**config.mk**
```make
export PLATFORM = sky130hd
export DESIGN_NAME = radix_walker
export DESIGN_NICKNAME = d
export VERILOG_FILES = /design/src/rtl/rpw_pkg.sv /design/src/rtl/rpw_addr_gen.sv /design/src/rtl/rpw_entry_decode.sv /design/src/rtl/radix_walker.sv
export SDC_FILE = /design/constraint.sdc
export NUM_CORES = 1
export LEC_CHECK = 0
export CAP_MARGIN = 20
export CORE_MARGIN = 10
export CORE_UTILIZATION = 30
export DETAILED_ROUTE_END_ITERATION = 10
export GPL_ROUTABILITY_DRIVEN = 0
export SLEW_MARGIN = 15
export SYNTH_ARGS = -nofsm -noshare
export SYNTH_HDL_FRONTEND = slang
export SYNTH_SLANG_ARGS = --single-unit
```
**constraint.sdc**
```tcl
create_clock -name clk -period 5 [get_ports clk]
set_input_delay 1.25 -clock clk [delete_from_list [all_inputs] [get_ports clk]]
set_output_delay 1.25 -clock clk [all_outputs]
set_load 0.005 [all_outputs]
```
**src/rtl/rpw_pkg.sv**
```systemverilog
package rpw_pkg;
  localparam int ENT_W     = 64;
  localparam int NLS_W     = 5;
  localparam int VALID_BIT = 63;
  localparam int LEAF_BIT  = 62;
  localparam int NLB_HI    = 55;
  localparam int NLB_LO    = 8;
  localparam int ENT_SHIFT = 3;

  typedef enum logic [1:0] {
    ST_IDLE,
    ST_ADDR,
    ST_WAIT
  } walk_state_e;
endpackage

```
**src/rtl/rpw_addr_gen.sv**
```systemverilog
module rpw_addr_gen
  import rpw_pkg::*;
#(
  parameter int PA_W   = 56,
  parameter int VA_W   = 64,
  parameter int SIZE_W = 7
) (
  input  logic [PA_W-1:0]   base,
  input  logic [NLS_W-1:0]  nls,
  input  logic [SIZE_W-1:0] rsize,
  input  logic [VA_W-1:0]   eaddr,
  output logic [PA_W-1:0]   ent_addr,
  output logic              misaligned,
  output logic              too_big,
  output logic [SIZE_W-1:0] next_rsize
);
  logic [PA_W-1:0] align_mask;
  logic [VA_W-1:0] idx_mask;
  logic [VA_W-1:0] idx;
  logic [5:0]      align_bits;

  always_comb begin
    align_bits = {1'b0, nls} + 6'd3;
    align_mask = (PA_W'(1) << align_bits) - PA_W'(1);
    too_big    = SIZE_W'(nls) > rsize;
    next_rsize = rsize - SIZE_W'(nls);
    idx_mask   = (VA_W'(1) << nls) - VA_W'(1);
    idx        = (eaddr >> next_rsize) & idx_mask;
    misaligned = |(base & align_mask);
    ent_addr   = (base & ~align_mask) + (PA_W'(idx) << ENT_SHIFT);
  end
endmodule

```
**src/rtl/rpw_entry_decode.sv**
```systemverilog
module rpw_entry_decode
  import rpw_pkg::*;
#(
  parameter int PA_W = 56
) (
  input  logic [ENT_W-1:0] entry,
  output logic             valid,
  output logic             leaf,
  output logic [PA_W-1:0]  nlb,
  output logic [NLS_W-1:0] nls
);
  always_comb begin
    valid = entry[VALID_BIT];
    leaf  = entry[LEAF_BIT];
    nlb   = PA_W'({entry[NLB_HI:NLB_LO], {NLB_LO{1'b0}}});
    nls   = entry[NLS_W-1:0];
  end
endmodule

```
**src/rtl/radix_walker.sv**
```systemverilog
module radix_walker
  import rpw_pkg::*;
#(
  parameter int PA_W       = 56,
  parameter int VA_W       = 64,
  parameter int SIZE_W     = 7,
  parameter int MAX_LEVELS = 4
) (
  input  logic              clk,
  input  logic              rst,
  input  logic              start,
  input  logic [PA_W-1:0]   root_base,
  input  logic [4:0]        root_nls,
  input  logic [SIZE_W-1:0] total_size,
  input  logic [VA_W-1:0]   eaddr,
  output logic              busy,
  output logic              done,
  output logic              fault,
  output logic              misalign,
  output logic [63:0]       leaf_entry,
  output logic [SIZE_W-1:0] leaf_size,
  output logic              mem_req,
  output logic [PA_W-1:0]   mem_addr,
  input  logic              mem_rvalid,
  input  logic [63:0]       mem_rdata
);
  localparam int LVL_W = (MAX_LEVELS > 2) ? $clog2(MAX_LEVELS) : 1;
  localparam logic [LVL_W-1:0] LAST_LVL = LVL_W'(MAX_LEVELS - 1);

  walk_state_e       state;
  logic [PA_W-1:0]   base_q;
  logic [NLS_W-1:0]  nls_q;
  logic [SIZE_W-1:0] rsize_q;
  logic [VA_W-1:0]   ea_q;
  logic [LVL_W-1:0]  level_q;

  logic [PA_W-1:0]   ag_addr;
  logic              ag_misaligned;
  logic              ag_too_big;
  logic [SIZE_W-1:0] ag_next_rsize;

  logic              dec_valid;
  logic              dec_leaf;
  logic [PA_W-1:0]   dec_nlb;
  logic [NLS_W-1:0]  dec_nls;

  rpw_addr_gen #(.PA_W(PA_W), .VA_W(VA_W), .SIZE_W(SIZE_W)) u_agen (
    .base       (base_q),
    .nls        (nls_q),
    .rsize      (rsize_q),
    .eaddr      (ea_q),
    .ent_addr   (ag_addr),
    .misaligned (ag_misaligned),
    .too_big    (ag_too_big),
    .next_rsize (ag_next_rsize)
  );

  rpw_entry_decode #(.PA_W(PA_W)) u_dec (
    .entry (mem_rdata),
    .valid (dec_valid),
    .leaf  (dec_leaf),
    .nlb   (dec_nlb),
    .nls   (dec_nls)
  );

  always_ff @(posedge clk) begin
    if (rst) begin
      state      <= ST_IDLE;
      base_q     <= '0;
      nls_q      <= '0;
      rsize_q    <= '0;
      ea_q       <= '0;
      level_q    <= '0;
      busy       <= 1'b0;
      done       <= 1'b0;
      fault      <= 1'b0;
      misalign   <= 1'b0;
      leaf_entry <= '0;
      leaf_size  <= '0;
      mem_req    <= 1'b0;
      mem_addr   <= '0;
    end else begin
      done    <= 1'b0;
      mem_req <= 1'b0;
      unique case (state)
        ST_IDLE: begin
          if (start) begin
            ea_q       <= eaddr;
            base_q     <= root_base;
            nls_q      <= root_nls;
            rsize_q    <= total_size;
            level_q    <= '0;
            misalign   <= 1'b0;
            fault      <= 1'b0;
            leaf_entry <= '0;
            leaf_size  <= '0;
            busy       <= 1'b1;
            state      <= ST_ADDR;
          end
        end
        ST_ADDR: begin
          if (ag_too_big) begin
            fault <= 1'b1;
            done  <= 1'b1;
            busy  <= 1'b0;
            state <= ST_IDLE;
          end else begin
            if (ag_misaligned) misalign <= 1'b1;
            mem_addr <= ag_addr;
            mem_req  <= 1'b1;
            rsize_q  <= ag_next_rsize;
            state    <= ST_WAIT;
          end
        end
        ST_WAIT: begin
          if (mem_rvalid) begin
            if (!dec_valid || (!dec_leaf && level_q == LAST_LVL)) begin
              fault <= 1'b1;
              done  <= 1'b1;
              busy  <= 1'b0;
              state <= ST_IDLE;
            end else if (dec_leaf) begin
              leaf_entry <= mem_rdata;
              leaf_size  <= rsize_q;
              done       <= 1'b1;
              busy       <= 1'b0;
              state      <= ST_IDLE;
            end else begin
              base_q  <= dec_nlb;
              nls_q   <= dec_nls;
              level_q <= level_q + LVL_W'(1);
              state   <= ST_ADDR;
            end
          end
        end
        default: state <= ST_IDLE;
      endcase
    end
  end
endmodule

```
After elaboration in Yosys (flattened, before gate mapping)
Cells that the tools add are included.
{"block": "op_classes", "n_mux": 54, "eq_ne": 13, "shift": 3, "n_lt_le_gt_ge": 1, "n_reduce_logical": 19, "addsub": 6, "bitwise": 6}
{"cell": "$mux W64", "n": 4}
{"cell": "$mux W56", "n": 4}
{"cell": "$pmux W64 S2", "n": 1}
{"cell": "$and A56 B56 Y56", "n": 2}
{"cell": "$pmux W56 S2", "n": 1}
{"cell": "$shr A64 B7 Y53", "n": 1}
{"cell": "$add A56 B56 Y56", "n": 1}
{"cell": "$not A56 Y56", "n": 1}
{"cell": "$reduce_or A56 Y1", "n": 1}
{"cell": "$shl A1 B6 Y56 const A", "n": 1}
{"cell": "$sub A56 B2 Y56 const B", "n": 1}
{"cell": "$and A53 B53 Y53", "n": 1}
{"cell": "$shl A1 B5 Y53 const A", "n": 1}
{"cell": "$sub A53 B2 Y53 const B", "n": 1}
{"cell": "$mux W7", "n": 6}
{"cell": "$pmux W7 S2", "n": 2}
{"cell": "$mux W5", "n": 4}
{"cell": "$reduce_and A5 Y1", "n": 4}
{"cell": "$mux W1", "n": 18}
{"cell": "$ne A2 B2 Y1 const B", "n": 9}
{"cell": "$mux W2", "n": 7}
{"cell": "$pmux W5 S2", "n": 1}
{"cell": "$gt A5 B7 Y1", "n": 1}
{"cell": "$sub A7 B5 Y7", "n": 1}
{"cell": "other kinds (20)", "n": 28}
{"block": "word_totals", "word_cells": 116, "output_inout_bits": 132, "ff_bits": 268}

Logic depth before layout (Yosys ltp)
{"block": "depth", "depth_word": 8, "depth_mapped": 28, "depth_no_buf": 26}

Hierarchy
From an unflattened synthesis, not the netlist that was laid out.
{"block": "unflattened", "cells_unflattened": 2514, "area_unflattened_um2": 18955.7}
{"module": "radix_walker", "area_per_inst_um2": 10227.3, "seq_area_each_um2": 5365.1, "n_inst": 1, "cells_each": 1200}
{"module": "rpw_addr_gen", "area_per_inst_um2": 8251.7, "seq_area_each_um2": 0.0, "n_inst": 1, "cells_each": 1250}
{"module": "rpw_entry_decode", "area_per_inst_um2": 476.7, "seq_area_each_um2": 0.0, "n_inst": 1, "cells_each": 64}

Least setup slack after synthesis
Ideal clock, no wire load.
{"block": "synth_timing", "path_kind": "reg2reg", "start": "register nls_q[0]", "end": "register mem_addr[40]", "path_buffers": 2, "synth_period_minus_slack_ns": 5.168, "t_arrival_ns": 5.046, "setup_time_ns": 0.122, "stages_incl_launch_ff": 23, "slack_ns": -0.168, "path_cell_list": "dfxtp_1 ha_1 inv_1 fa_1 buf_6 buf_6 mux4_2 mux4_2 nor2_1 a21oi_1 o211ai_1 inv_1 ha_1 a21o_1 a21oi_1 o21ai_1 a21o_1 a221oi_1 o221a_2 o31ai_1 o31ai_1 xor2_1 o21ai_1"}
{"block": "synth_via", "elab_chain_cells": 6, "word_cells_on_any_way": 14}
{"item": "from (decl)", "line": "radix_walker.sv:32", "text": "logic [NLS_W-1:0] nls_q;"}
{"item": "from (signal assigned)", "line": "radix_walker.sv:90", "text": "nls_q <= root_nls;"}
{"item": "from (signal assigned)", "line": "radix_walker.sv:130", "text": "nls_q <= dec_nls;"}
{"item": "$add A5 B2 Y6", "line": "rpw_addr_gen.sv:23", "text": "align_bits = {1'b0, nls} + 6'd3;"}
{"item": "$shl A1 B6 Y56", "line": "rpw_addr_gen.sv:24", "text": "align_mask = (PA_W'(1) << align_bits) - PA_W'(1);"}
{"item": "$sub A56 B2 Y56", "line": "rpw_addr_gen.sv:24"}
{"item": "$not A56 Y56", "line": "rpw_addr_gen.sv:30", "text": "ent_addr = (base & ~align_mask) + (PA_W'(idx) << ENT_SHIFT);"}
{"item": "$and A56 B56 Y56", "line": "rpw_addr_gen.sv:30"}
{"item": "$add A56 B56 Y56", "line": "rpw_addr_gen.sv:30"}
{"item": "to (signal assigned)", "line": "radix_walker.sv:109", "text": "mem_addr <= ag_addr;"}
{"item": "to (decl)", "line": "radix_walker.sv:23", "text": "output logic [PA_W-1:0] mem_addr,"}
Several ways; a longest one is shown, not always the timed one.
A chain may end at the register's enable or synchronous reset.

Worst setup path after layout
{"block": "layout_timing", "start": "register rsize_q[0]", "end": "register mem_addr[54]"}
{"block": "layout_via", "elab_chain_cells": 4, "word_cells_on_any_way": 7}
{"item": "from (decl)", "line": "radix_walker.sv:33", "text": "logic [SIZE_W-1:0] rsize_q;"}
{"item": "from (signal assigned)", "line": "radix_walker.sv:91", "text": "rsize_q <= total_size;"}
{"item": "from (signal assigned)", "line": "radix_walker.sv:111", "text": "rsize_q <= ag_next_rsize;"}
{"item": "$sub A7 B5 Y7", "line": "rpw_addr_gen.sv:26", "text": "next_rsize = rsize - SIZE_W'(nls);"}
{"item": "$shr A64 B7 Y53", "line": "rpw_addr_gen.sv:28", "text": "idx = (eaddr >> next_rsize) & idx_mask;"}
{"item": "$and A53 B53 Y53", "line": "rpw_addr_gen.sv:28"}
{"item": "$add A56 B56 Y56", "line": "rpw_addr_gen.sv:30"}
Several ways; a longest one is shown, not always the timed one.

==> flow_metrics.py <==
metrics = {
    "synth": {
        "synth_compound_area_frac": 0.238,
        "synthCells": 2405,
        "syn_area_per_cell_um2": 7.52,
        "synth_most_common_cell": "nand2_1",
        "async_flop_share": 0,
        "yosys.area_share.simple": 0.221,
        "synth_warnings": 0,
        "synthTopCellsByCount": "451 x nand2_1, 292 x a21oi_1, 268 x dfxtp_1",
        "yosys.area.top_type": "dfxtp_1",
        "synth_top_family_by_area": "compound AO/OA/AOI/OAI gates",
        "netlist_area_um2": 18100,
        "ys_ff_latch": 268,
        "synth_cell_types": 83,
        "synth-edff-count": 0,
        "synth_top_area_frac": 0.297,
        "synthTopCellsByArea": "dfxtp_1 30%, nand2_1 9.4%, a21oi_1 8.1%",
        "synth_mux_area_frac": 0.118,
        "synthFlopType": "dfxtp_1",
        "synth_fa_ha_area_frac": 0.0465,
        "synth-xor-area-share": 0.0222,
        "ys_seq_area_frac": 0.297,
    },
    "worst_hold_path": {
        "hp-class": "reg2reg",
        "hp-start": "mem_addr[23]",
        "worstHoldEndpoint": "mem_addr[23]",
        "whs_path_depth": 2,
    },
    "grt": {
        "grt_pass1_vias": 19820,
        "grt_max_degree": 157,
        "grt_pass1_wl_um": 116000,
        "grt_overflow": 0,
        "antenna_found_initial": 7,
        "grt_use_total": 0.204,
    },
    "cells_and_area": {
        "layout.nets": 3246,
        "fin_util": 0.467,
        "drive_above_1_share": 0.278,
        "register_area_um2": 5370,
        "multi_input_area_um2": 13400,
        "n_fill_cell": 5586,
        "area_delta_synth_final_pct": 53.4,
        "finalNonFillerCells": 3779,
    },
    "clock_tree": {
        "ctsHoldBuffers": 0,
        "max-clock-path-buffers": 3,
        "cts_tree": "built",
        "cts-htree-levels": 1,
        "clock_sinks": 268,
        "clkLatencyLatePin_ps": 600,
        "worst_setup_hold_path_clk_slew_ps": 70,
        "cts_inserted_buffers": 30,
        "clockRootBuffer": "clkbuf_16",
    },
    "timing": {
        "max_slew_margin": 0.322,
        "grt_setup_unrepaired": "true",
        "fmax_mhz": 177,
        "worst_pin_slew_ps": 1020,
        "slew_violations": 0,
        "hold_violations": 0,
        "min_period_ps": 5630,
        "fin_worst_skew_ps": 19.0,
        "setup_viol": 46,
        "setup_slack_ps": -634,
        "hold_slack_ps": 453,
        "period_share": 1.13,
    },
    "route": {
        "remaining_drc_errors": 0,
        "via_per_inst": 5.42,
        "post_drt_wl_per_cell_um": 20.3,
        "wirelength_um": 76800,
        "dr.first_iter.drc_count": 2409,
        "num_vias": 20490,
        "ant_nets": 0,
        "firstDrtPassIters": 6,
    },
    "critical_path": {
        "rr_endpoint": "mem_addr[54]",
        "critPathLaunchType": "flip-flop",
        "arrival_ps": 6160,
        "timing.rr.start": "rsize_q[0]",
        "rr_worst_depth": 27,
        "path_max_fanout": 7,
        "cp-end-kind": "flip-flop",
        "r2r_setup_slack_ps": -630,
        "worst_ep_required_time_ps": 5520,
        "crit_type": "reg2reg",
    },
    "place": {
        "place_hpwl_um": 58700,
        "dp.cells": 3649,
        "io_buffers": 331,
    },
    "status": {
        "status": "finished with violations",
        "violations": "negative setup slack",
    },
    "die": {
        "fp.coreArea_um2": 59400,
        "fp-row-count": 89,
        "die-area_um2": 70500,
        "pin_count": 332,
        "start_util": 0.305,
        "die_width_um": 265,
        "die_y_um": 265,
    },
    "job": {
        "max_cap_viol_count": 0,
    },
}
[worst max-delay path, stage by stage, from the launching register on]
cell	delay [ps]
dfxtp_2	330
inv_2	60
ha_4	130
inv_2	40
fa_4	850
buf_12	150
buf_12	110
buf_16	110
mux4_2	560
nand2_2	100
o21ai_2	70
mux2i_2	230
nor2_1	80
nor3_2	210
a2111oi_2	70
buf_4	170
ha_4	300
and4_4	230
nand2_2	90
nor2_2	130
a21oi_1	110
buf_4	160
o31ai_4	380
nand4_1	200
a31oi_2	270
a31oi_1	120
xor2_1	170
o21ai_1	130
[layout by cell type (no fill, tap or decap), types with 19 or more instances in the layout]
cell type | netlist | layout
ha_1 | 64 | 42
clkbuf_16 | 0 | 30
a21oi_2 | 2 | 62
nor2_1 | 201 | 181
a21oi_1 | 292 | 223
clkdlybuf4s50_1 | 0 | 330
o21ai_1 | 18 | 23
dfxtp_1 | 268 | 266
nor3_1 | 43 | 33
buf_4 | 3 | 367
nand3_1 | 107 | 101
buf_6 | 6 | 25
nand2_2 | 0 | 24
a21o_1 | 27 | 26
o21ai_2 | 3 | 28
nand2_1 | 451 | 427
a211oi_1 | 93 | 81
mux2i_1 | 109 | 81
mux2i_2 | 0 | 19
mux4_2 | 42 | 42
a22oi_1 | 19 | 19
and3_1 | 21 | 19
inv_1 | 50 | 44
o21ai_0 | 81 | 46
[sequential cells by signal (all words and copies together), names as in the netlist]
signal and flops:
done 1, nls_q 5, base_q 56, rsize_q 7, fault 1, busy 1
level_q 2, mem_req 1, leaf_size 7, mem_addr 56, misalign 1, state 2
leaf_entry 64, ea_q 64
[cells by family after synthesis]
kind of cell             count (synthesis)
AND/OR/NAND/NOR                        917
AO/OA/AOI/OAI                          687
flip-flops                             268
buffers and inverters                  261
multiplexers                           159
adder cells (fa/ha/maj)                 66
XOR/XNOR                                45
other                                    2
[per-layer routing]
metal	routed length, µm	global-route usage
met1	31600	0.260
met2	35800	0.337
met3	6580	0.0443
met4	2780	0.0693
met5	56	0
[worst max path at each step]
stage,startpoint,to,depth (start not counted)
floorplan,nls_q[0],mem_addr[40],22
global placement,rsize_q[0],mem_addr[47],27
finish,rsize_q[0],mem_addr[54],27
detailed placement,rsize_q[0],mem_addr[43],27
CTS,rsize_q[0],mem_addr[47],28
global route,rsize_q[0],mem_addr[54],27
[area by class of cell]
class,instances,area share
multi-input combinational,1887,0.484
timing repair buffer,740,0.241
sequential,268,0.194
tap,773,0.0349
clock buffer,41,0.0314
clock inverter,15,0.00794
inverter,53,0.00717
antenna,2,0.000180
[through the flow]
step                setup TNS (ps)  setup slack (ps)  area [µm²]
finish                      -18680              -634       27700
global placement            -24760              -810       24300
CTS                         -13120              -452       26800
global route                -26470              -821       27700
floorplan                    -34.6             -34.6       18100
detailed placement          -25540              -824       24400
[repair_timing]
action | in CTS | in global routing
setup endpoints to repair | 47 | 48
setup buffers | 44 | 38
cloned | 1 | 0
pin swaps | 127 | 122
resized for setup | 244 | 159
Power is left out: the tool's default activity adds up to more than one toggle a clock period on the data nets, which glitch-free logic cannot reach.
